[src/rtl/irqc_pkg.sv]
package irqc_pkg;
  localparam int unsigned ADDR_W   = 16;
  localparam int unsigned DATA_W   = 32;
  localparam int unsigned REG_W    = 16;
  localparam logic [ADDR_W-1:0] STAT_OFS = 16'h1070;
  localparam logic [ADDR_W-1:0] MASK_OFS = 16'h1074;

  typedef enum logic [1:0] {SEL_NONE, SEL_STAT, SEL_MASK} reg_sel_e;

  function automatic reg_sel_e decode(input logic [ADDR_W-1:0] a);
    if (a == STAT_OFS)      return SEL_STAT;
    else if (a == MASK_OFS) return SEL_MASK;
    else                    return SEL_NONE;
  endfunction
endpackage

[src/rtl/irqc_pending.sv]
module irqc_pending #(
  parameter int unsigned W = 16
) (
  input  logic         clk,
  input  logic         rst,
  input  logic         ack_we,
  input  logic [W-1:0] ack_val,
  input  logic [W-1:0] evt,
  output logic [W-1:0] status_q,
  output logic [W-1:0] status_nx
);
  for (genvar i = 0; i < W; i++) begin : g_bit
    logic keep;
    assign keep         = ack_we ? ack_val[i] : 1'b1;
    // event wins over a same-cycle clear
    assign status_nx[i] = evt[i] | (status_q[i] & keep);
    always_ff @(posedge clk) begin
      if (rst) status_q[i] <= 1'b0;
      else     status_q[i] <= status_nx[i];
    end
  end
endmodule

[src/rtl/irqc_maskreg.sv]
module irqc_maskreg #(
  parameter int unsigned W = 16
) (
  input  logic         clk,
  input  logic         rst,
  input  logic         load,
  input  logic [W-1:0] load_val,
  output logic [W-1:0] mask_q,
  output logic [W-1:0] mask_nx
);
  assign mask_nx = load ? load_val : mask_q;

  always_ff @(posedge clk) begin
    if (rst) mask_q <= '0;
    else     mask_q <= mask_nx;
  end
endmodule

[src/rtl/irqc_readmux.sv]
module irqc_readmux
  import irqc_pkg::*;
#(
  parameter int unsigned DW = 32,
  parameter int unsigned RW = 16
) (
  input  logic          clk,
  input  logic          rst,
  input  reg_sel_e      sel,
  input  logic [RW-1:0] status_q,
  input  logic [RW-1:0] mask_q,
  output logic [DW-1:0] rdata
);
  localparam int unsigned PAD_W = DW - RW;
  logic [RW-1:0] pick;

  always_comb begin
    unique case (sel)
      SEL_STAT: pick = status_q;
      SEL_MASK: pick = mask_q;
      default:  pick = '0;
    endcase
  end

  always_ff @(posedge clk) begin
    if (rst) rdata <= '0;
    else     rdata <= {{PAD_W{1'b0}}, pick};
  end
endmodule

[src/rtl/irqc_top.sv]
module irqc_top
  import irqc_pkg::*;
(
  input  logic              clk,
  input  logic              rst,
  input  logic [ADDR_W-1:0] bus_addr,
  input  logic              bus_we,
  input  logic [DATA_W-1:0] bus_wdata,
  output logic [DATA_W-1:0] bus_rdata,
  input  logic [REG_W-1:0]  src_evt,
  output logic              irq_out
);
  reg_sel_e         sel;
  logic [REG_W-1:0] stat_q, stat_nx, mask_q, mask_nx;
  logic             irq_q;

  assign sel = decode(bus_addr);

  irqc_pending #(.W(REG_W)) u_pend (
    .clk(clk), .rst(rst),
    .ack_we(bus_we && sel == SEL_STAT),
    .ack_val(bus_wdata[REG_W-1:0]),
    .evt(src_evt),
    .status_q(stat_q), .status_nx(stat_nx)
  );

  irqc_maskreg #(.W(REG_W)) u_mask (
    .clk(clk), .rst(rst),
    .load(bus_we && sel == SEL_MASK),
    .load_val(bus_wdata[REG_W-1:0]),
    .mask_q(mask_q), .mask_nx(mask_nx)
  );

  irqc_readmux #(.DW(DATA_W), .RW(REG_W)) u_rd (
    .clk(clk), .rst(rst), .sel(sel),
    .status_q(stat_q), .mask_q(mask_q), .rdata(bus_rdata)
  );

  always_ff @(posedge clk) begin
    if (rst) irq_q <= 1'b0;
    else     irq_q <= |(stat_nx & mask_nx);
  end
  assign irq_out = irq_q;
endmodule

[config.mk]
export PLATFORM = sky130hd
export DESIGN_NAME = irqc_top
export DESIGN_NICKNAME = d
export VERILOG_FILES = /design/src/rtl/irqc_pkg.sv /design/src/rtl/irqc_pending.sv /design/src/rtl/irqc_maskreg.sv /design/src/rtl/irqc_readmux.sv /design/src/rtl/irqc_top.sv
export SDC_FILE = /design/constraint.sdc
export NUM_CORES = 1
export LEC_CHECK = 0
export BUFFER_PORTS_ARGS = -buffer_cell sky130_fd_sc_hd__buf_2
export CORE_MARGIN = 8
export CORE_UTILIZATION = 41
export CTS_CLUSTER_SIZE = 40
export DETAILED_ROUTE_END_ITERATION = 10
export GPL_TIMING_DRIVEN = 0
export PLACE_DENSITY_LB_ADDON = 0.1
export SLEW_MARGIN = 10
export SYNTH_ARGS = -nofsm -noshare
export SYNTH_HDL_FRONTEND = slang
export SYNTH_SLANG_ARGS = --single-unit
[constraint.sdc]
create_clock -name clk -period 2.3 [get_ports clk]
set_input_delay 0.23 -clock clk [delete_from_list [all_inputs] [get_ports clk]]
set_output_delay 0.23 -clock clk [all_outputs]
set_load 0.1 [all_outputs]
==> reports/results.ini, run 1 <==
[power_and_ir_drop]
irDropWorstVdd_v=0.000284
p_leak_nw=1.31
power.density_mw_per_mm2=590

[layout]
layout_commonest_cell=buf_2
final_area_mm2=0.00286
final_layout_size_suffix_gt1_share_pct=26.7
layout-area-overhead-vs-synth_pct=24.5
nFillCells=554
diodes=0
multi_input_area_mm2=0.00109
nets=444
seqCellArea_um2=981
layout_common_cells=buf_2, a21oi_1, dfxtp_1

[placement]
gp_congestion=0.772
port_buffers=66
dpl_cell_area_mm2=0.00277
place_ws_ns=0.106
dpl.hpwl_um=4720

[yosys]
synth-seq-cells=49
ys_seq_area_share_pct=42.7
synth.avg_cell_area_um2=7.94
yosys_warnings=0
synth_edf_count=0
synth.cell_area_mm2=0.00230
ys_async_sr_fraction_pct=0
synth_cells=289
synth_cell_types=25
yosys_most_used_dff=dfxtp_1

[floorplan]
rows=27
initial_core_util_pct=42.0
ioPinCount=100
fp.dieArea_mm2=0.00825
die_h_um=90.8
die_w_um=90.8
core_mm2=0.00547

[grt]
grt_pass1_vias=2207
overflow=0
track_usage_pct=15.4
grt_max_degree=16
antenna_found_initial=0
grt_pass1_wl_um=10400

[worst_setup_path]
end_kind=flop
critPathKind=in -> reg
crit_fanout=10
cp.arrival_ns=2.02
critPathMaxStageDelay_ns=0.33
cp_common_cell=buf_4
crit_slowest_cell=clkbuf_1
worstPathCellList=buf_2 -> nor4b_2 -> and4_1 -> buf_4 -> buf_4 -> nand2_1 -> clkbuf_1 -> o21ai_0 -> a21oi_1
cp-start-kind=primary input
cp.required_ns=2.47

[cts]
clock_sink_count=49
cts-root-buf=clkbuf_8
h-tree-depth=2
cts-resized-gates=0
clock_latency_ns=0.30
post_cts.repair.setup_buffers=0
cts_tree=done
cts_buffers=5
clockBufferDepth=2
clk_pin_slew_ns=0.09
cts_hold_buf=0

[timing]
finalWorstSetupSlack_ns=0.445
finalMaxSlewViolations=0
rsz0062_at_grt=no
hold_slack_ns=0.168
period_share_pct=80.7
setup_tns_ns=0
slew_headroom_pct=48.0
min_period_ns=1.86
fmax_mhz=539
clock_skew_ns=0.00317
setup_viol=0
hold_viol=0
tightest_slew_ns=0.780

[route]
vias_per_cell=4.81
drt_iter0_markers=95
wl_per_cell_um=14.1
via_count=2165
drc_errors=0
drt_wl_total_um=6330
ant_nets=0
drtPass1Iterations=4

[min_path]
hp-class=in -> reg

[job]
cap_violations=0

[outcome]
status=finished clean

## synthesized netlist by cell type (2+ instances only)
cell type  instances  area share [%]
a21oi_1           64              14
dfxtp_1           49              43
nand2_1           34             5.6
nor2_1            28             4.6
o21ai_0           28             6.1
buf_4             18             5.9
inv_1             17             2.8
mux2i_1           16             7.0
clkbuf_1           7             1.1
buf_6              3             1.5
nand4_1            3            0.82
nor4b_2            3             2.0
o2bb2ai_1          3             1.1
buf_1              2            0.33
buf_2              2            0.44
nand3_1            2            0.44
o22a_1             2            0.76
## path summary, 6_finish.rpt
check                                          from                   to  slack, ns  cells after the start
worst min-delay path                    src_evt[13]  u_pend.status_q[13]       0.17                      3
worst min register to register    u_mask.mask_q[13]    u_mask.mask_q[13]       0.47                      2
worst max-delay path                   bus_addr[15]  u_pend.status_q[14]       0.44                      9
worst max register to register  u_pend.status_q[15]              irq_out       0.98                      5
## layer usage
layer	GRT usage (%)	share of wire, %	vias to the layer above	wire, um
li1	-	-	1127	-
met1	18.5	47	959	2970
met2	25.8	46	75	2920
met3	4.66	6.1	4	388
met4	4.64	0.87	0	55
met5	0	0	-	0
## cell families (layout without fill, tap and decap cells)
kind of cell	Yosys count	after routing	synth area share [%]
compound gates	99	99	23.1
buf+inv	50	124	12.2
other cells	1	16	0.163
simple gates	74	74	14.8
flops	49	49	42.7
mux	16	16	6.98
## flip-flops by register name, indices dropped and copies added (netlist names)
name,flops
u_rd.rdata,16
irq_out,1
u_pend.status_q,16
u_mask.mask_q,16
## metrics by stage
stage	total power, mW	std cells	utilization [%]
2_1_floorplan	1.11	304	-
3_3_place_gp	1.19	442	50.7
3_5_place_dp	1.19	442	50.7
4_1_cts	1.69	450	52.2
5_1_grt	1.76	450	52.2
6_report	1.69	450	52.2
## critical path: cells and delay by family
kind	cells	cell delay, ns
AOI/OAI and AO/OA	2	0.33
buffers and inverters	4	0.75
and+or+nand+nor	3	0.71
## cell type report
| class | instances | area share, % |
|---|---|---|
| buffer | 32 | 7.44 |
| clock buffer | 5 | 2.41 |
| clock inverter | 3 | 0.613 |
| inverter | 18 | 2.36 |
| multi-input combinational | 205 | 38.2 |
| sequential | 49 | 34.3 |
| tap | 72 | 3.15 |
| timing repair buffer | 66 | 11.6 |
## report_power, final
part | internal, mW | switching, mW | leakage (nW)
registers | 0.868 | 0.0130 | 0.400
logic | 0.0910 | 0.202 | 0.870
clock network | 0.211 | 0.302 | 0.0439
No activity file was read; power rests on OpenSTA's default activity.
==> inputs of run 2 (changes only) <==
clock period = 1.64 ns   (was 2.3 ns; I/O delays follow)
==> run 2 against run 1 <==
  * Die area is the same
  * Highest routed layer unchanged
  * First-iteration DRC count grew 19%
  * Wire length grew 3.6%
  * Largest cell class unchanged
==> reports/results.ini, run 2 (synthesized netlist as in run 1, its figures left out) <==
[worst_setup_path]
critPathKind=in -> reg
cp-start-kind=primary input
crit_fanout=10
cp.required_ns=1.83
regToRegSetupSlack_ns=0.36
end_kind=flop
cp.arrival_ns=1.78

[timing]
setup_viol=0
hold_viol=0
clock_skew_ns=0.00802
tightest_slew_ns=0.762
finalMaxSlewViolations=0
fmax_mhz=629
rsz0062_at_grt=yes
period_share_pct=97.0
slew_headroom_pct=49.2
min_period_ns=1.59

[layout]
multi_input_area_mm2=0.00115
layout_commonest_cell=buf_2
layout_common_cells=buf_2, a21oi_1, dfxtp_1
final_cells=454
diodes=0
seqCellArea_um2=981
layout-area-overhead-vs-synth_pct=29.5
final_area_mm2=0.00297
nets=448
final_layout_size_suffix_gt1_share_pct=29.8
reg.largest.list=u_mask.mask_q: 16 flops, u_pend.status_q: 16 flops, u_rd.rdata: 16 flops
nFillCells=548

[grt]
grt_max_degree=17
track_usage_pct=15.4
grt_pass1_vias=2265
overflow=0
grt_pass1_wl_um=10400
antenna_found_initial=0

[floorplan]
rows=27
core_mm2=0.00547
initial_core_util_pct=42.0
die_h_um=90.8
die_w_um=90.8
fp.dieArea_mm2=0.00825
ioPinCount=100

[route]
drt_wl_total_um=6560
ant_nets=0
drc_errors=0
vias_per_cell=4.90
via_count=2225
drt_iter0_markers=113
drtPass1Iterations=4
wl_per_cell_um=14.4

[cts]
cts_hold_buf=0
clock_latency_ns=0.31
cts-root-buf=clkbuf_8
clk_pin_slew_ns=0.10
clockBufferDepth=2
cts_buffers=5
cts_tree=done
h-tree-depth=2
clock_sink_count=49

[outcome]
status=finished clean

[power_and_ir_drop]
power.density_mw_per_mm2=806
irDropWorstVdd_v=0.000341
p_leak_nw=1.38

[placement]
dpl.hpwl_um=4820
port_buffers=66
gp_congestion=0.792
dpl_cell_area_mm2=0.00280
place_inst=442

[min_path]
hp-class=in -> reg

[job]
cap_violations=0

run 2: layout make-up:
type	count	area share, %
Buffer	31	7.79
Multi-Input combinational cell	205	38.6
Tap cell	72	3.03
Timing Repair Buffer	71	12.3
Inverter	18	2.27
Sequential cell	49	33.0
Clock buffer	5	2.31
Clock inverter	3	0.715
run 2: final timing paths:
kind         cells past startpoint           startpoint                 end
max                              8         bus_addr[10]             irq_out
max reg2reg                      5  u_pend.status_q[15]             irq_out
min reg2reg                      2     u_mask.mask_q[3]    u_mask.mask_q[3]
min                              3           src_evt[1]  u_pend.status_q[1]
run 2: per-stage QoR:
stage	hold slack (ns)	power [mW]	setup WS [ns]	util, %	setup TNS (ns)
floorplan	0.293	1.56	-0.00705	-	-0.00705
global placement	0.421	1.68	-0.465	51.1	-9.38
detailed placement	0.429	1.68	-0.474	51.1	-9.15
CTS	0.0932	2.41	0.00883	53.4	0
global route	0.0968	2.50	-0.00973	54.3	-0.0198
finish	0.0999	2.40	0.0493	54.3	0
run 2: power by group:
group / leakage [nW] / internal [mW] / switching (mW)
registers: 0.400 / 1.22 / 0.0197
logic: 0.933 / 0.134 / 0.292
clock network: 0.0445 / 0.303 / 0.430
total: 1.38 / 1.65 / 0.742
run 2: critical path, cell delays in order:
cell and delay [ns]:
buf_2 0.11, nor4b_4 0.28, and4_4 0.31, buf_8 0.14, a21oi_1 0.07, o21ai_0 0.09
nand4_1 0.15, o41a_1 0.44
run 2: what timing repair did:
action / CTS / global route
setup endpoints to repair: 11 / 17
pin swaps: 2 / 5
endpoints found under the hold margin: 0 / 0
gates resized for setup: 15 / 4
gates cloned: 1 / 0
setup buffers: 0 / 4
run 2: layer usage:
layer / part of all wire [%] / wire, um / up-vias / global-route usage, %
met3: 5.9 / 388 / 6 / 4.66
met1: 45 / 2940 / 1019 / 17.9
met4: 1.2 / 78 / 0 / 4.91
met5: 0 / 0 / - / 0
met2: 48 / 3150 / 69 / 26.4
li1: - / - / 1131 / -
==> inputs of run 3 (changes only) <==
ABC_AREA = 1   (was default)
==> run 3 against run 2 <==
  * Area after synthesis is 6.4% higher
  * Final cell count is 11% higher
  * Die area is 5.3% higher
  * Worst hold slack better by 0.011 ns
  * Power is 2.8% lower
  * Critical path type unchanged
  * Sequential power hardly changed
  * Sequential cell count stayed put
  * Non-clock buffer count is 4 lower
  * Combinational power is 12% lower
==> reports/results.ini, run 3 <==
[grt]
antenna_found_initial=0
track_usage_pct=14.6
grt_pass1_wl_um=10100
grt_pass1_vias=2225
overflow=0
grt_max_degree=16

[route]
drtPass1Iterations=4
via_count=2308
drt_iter0_markers=98
vias_per_cell=4.60
ant_nets=0
drc_errors=0
drt_wl_total_um=6390
wl_per_cell_um=12.7

[worst_setup_path]
cp-start-kind=primary input
cp.arrival_ns=1.64
critPathKind=in -> reg
regToRegSetupSlack_ns=0.60
critPathTopFamily=simple AND/OR/NAND/NOR gates
crit_fanout=10
end_kind=flop
critPathMaxStageDelay_ns=0.22
cp_common_cell=nand2_1
reg2regPathDepth=8
crit_buf_inv=1
worstPathCellList=buf_2 -> nor2_4 -> nand2_2 -> nor2_8 -> nand3_2 -> o21ai_1 -> nand2_1 -> nand2_1 -> nand2_1 -> nor2_1 -> nand2_1 -> nor2_1 -> nor2_1
crit_slowest_cell=nor2_8
cp.required_ns=1.81
r2r-start=u_mask.mask_q[0]
r2r_end=irq_out

[yosys]
synth_common_cells=nand2_1, inv_1, dfxtp_1
synth.avg_cell_area_um2=7.23
synth-seq-cells=49
yosysMostFrequentCell=nand2_1
synth.cell_area_mm2=0.00244
synth_largest_area_cell=dfxtp_1
synth_cell_types=20
ys_seq_area_share_pct=40.1
yosys_warnings=0
synth_cells=338
synth.area.top_cells=dfxtp_1, nand2_1, inv_1
synth.top_cell.area_share_pct=40.1
synth_edf_count=0
ys_async_sr_fraction_pct=0
yosys_most_used_dff=dfxtp_1

[cts]
post_cts.repair.setup_buffers=0
clockBufferDepth=2
cts_hold_buf=0
clk_pin_slew_ns=0.10
clock_sink_count=49
cts_tree=done
h-tree-depth=2
cts-resized-gates=0
clock_latency_ns=0.30
cts-root-buf=clkbuf_8
cts_buffers=5

[layout]
layout_commonest_cell=buf_2
final_area_mm2=0.00301
diodes=0
layout-area-overhead-vs-synth_pct=23.2
nets=493
final_layout_size_suffix_gt1_share_pct=27.6
layout_common_cells=buf_2, nand2_1, inv_1
final_cells=502
multi_input_area_mm2=0.00111
nFillCells=613
reg.largest.list=u_mask.mask_q: 16 flops, u_pend.status_q: 16 flops, u_rd.rdata: 16 flops
seqCellArea_um2=981

[timing]
setup_viol=0
slew_headroom_pct=59.1
hold_viol=0
fmax_mhz=681
rsz0062_at_grt=no
tightest_slew_ns=0.614
finalMaxSlewViolations=0
period_share_pct=89.6
setup_tns_ns=0
clock_skew_ns=0.0114
hold_slack_ns=0.111
min_period_ns=1.47

[floorplan]
fp.dieArea_mm2=0.00869
die_h_um=93.2
ioPinCount=100
die_w_um=93.2
core_mm2=0.00585
rows=28
initial_core_util_pct=41.8

[placement]
gp_congestion=0.818
place_inst=494
dpl.hpwl_um=4790
port_buffers=66
dpl_cell_area_mm2=0.00292

[min_path]
holdPathStages=3
hp-class=in -> reg
min_to=u_pend.status_q[14]
min-delay-start=src_evt[14]

[job]
cap_violations=0

[power_and_ir_drop]
power.density_mw_per_mm2=774
irDropWorstVdd_v=0.000469
p_leak_nw=1.55

[outcome]
status=finished clean

## run 3: kinds of logic after synthesis
| family | after synthesis | share of synthesized area, % |
|---|---|---|
| simple gates | 152 | 31.3 |
| other cells | 1 | 0.153 |
| compound gates | 53 | 11.6 |
| flops | 49 | 40.1 |
| buf+inv | 83 | 16.8 |
## run 3: area by class of cell
class / count / area share (%)
Buffer: 32 / 7.27
Clock buffer: 6 / 2.41
Clock inverter: 2 / 0.457
Inverter: 51 / 6.36
Multi-Input combinational cell: 221 / 36.8
Sequential cell: 49 / 32.6
Tap cell: 75 / 3.12
Timing Repair Buffer: 66 / 11.0
## run 3: through the flow
step / utilization, % / setup slack (ns) / power [mW]
CTS: 51.5 / 0.173 / 2.35
global placement: 50.0 / -0.137 / 1.63
global route: 51.5 / 0.00554 / 2.43
floorplan: - / 0.228 / 1.54
detailed placement: 50.0 / -0.152 / 1.63
finish: 51.5 / 0.171 / 2.33
## run 3: how the worst max path moves through the flow
stage / startpoint / endpoint / slack [ns] / cells past startpoint
5_1_grt: bus_addr[11] / irq_out / 0.006 / 14
3_3_place_gp: bus_addr[11] / irq_out / -0.14 / 14
4_1_cts: bus_addr[11] / irq_out / 0.17 / 14
3_5_place_dp: bus_addr[1] / irq_out / -0.15 / 13
2_1_floorplan: bus_addr[11] / irq_out / 0.23 / 13
6_report: bus_addr[1] / irq_out / 0.17 / 13
## run 3: report_power, final
| part | total, mW | switching, mW | leakage, nW | internal (mW) |
|---|---|---|---|---|
| Sequential | 1.23 | 0.0139 | 0.400 | 1.22 |
| Clock | 0.723 | 0.418 | 0.0456 | 0.305 |
| Combinational | 0.377 | 0.274 | 1.10 | 0.103 |
| Total | 2.33 | 0.705 | 1.55 | 1.63 |
## run 3: metal layers
| metal | share of wire [%] | vias up | wire length, um | global-route usage, % |
|---|---|---|---|---|
| met2 | 47 | 60 | 3030 | 24.3 |
| li1 | - | 1210 | - | - |
| met3 | 5.4 | 9 | 348 | 4.25 |
| met4 | 1.3 | 0 | 85 | 4.30 |
| met1 | 46 | 1029 | 2930 | 17.8 |
| met5 | 0 | - | 0 | 0 |
## run 3: worst register-to-register path, cell delays in order (launching register included)
cell     delay (ns)
dfxtp_1        0.32
nand2_1        0.07
o21ai_2        0.06
nand2_1        0.06
nand2_1        0.06
nor2_1         0.14
nand2_1        0.07
nor2_1         0.10
nor2_1         0.05
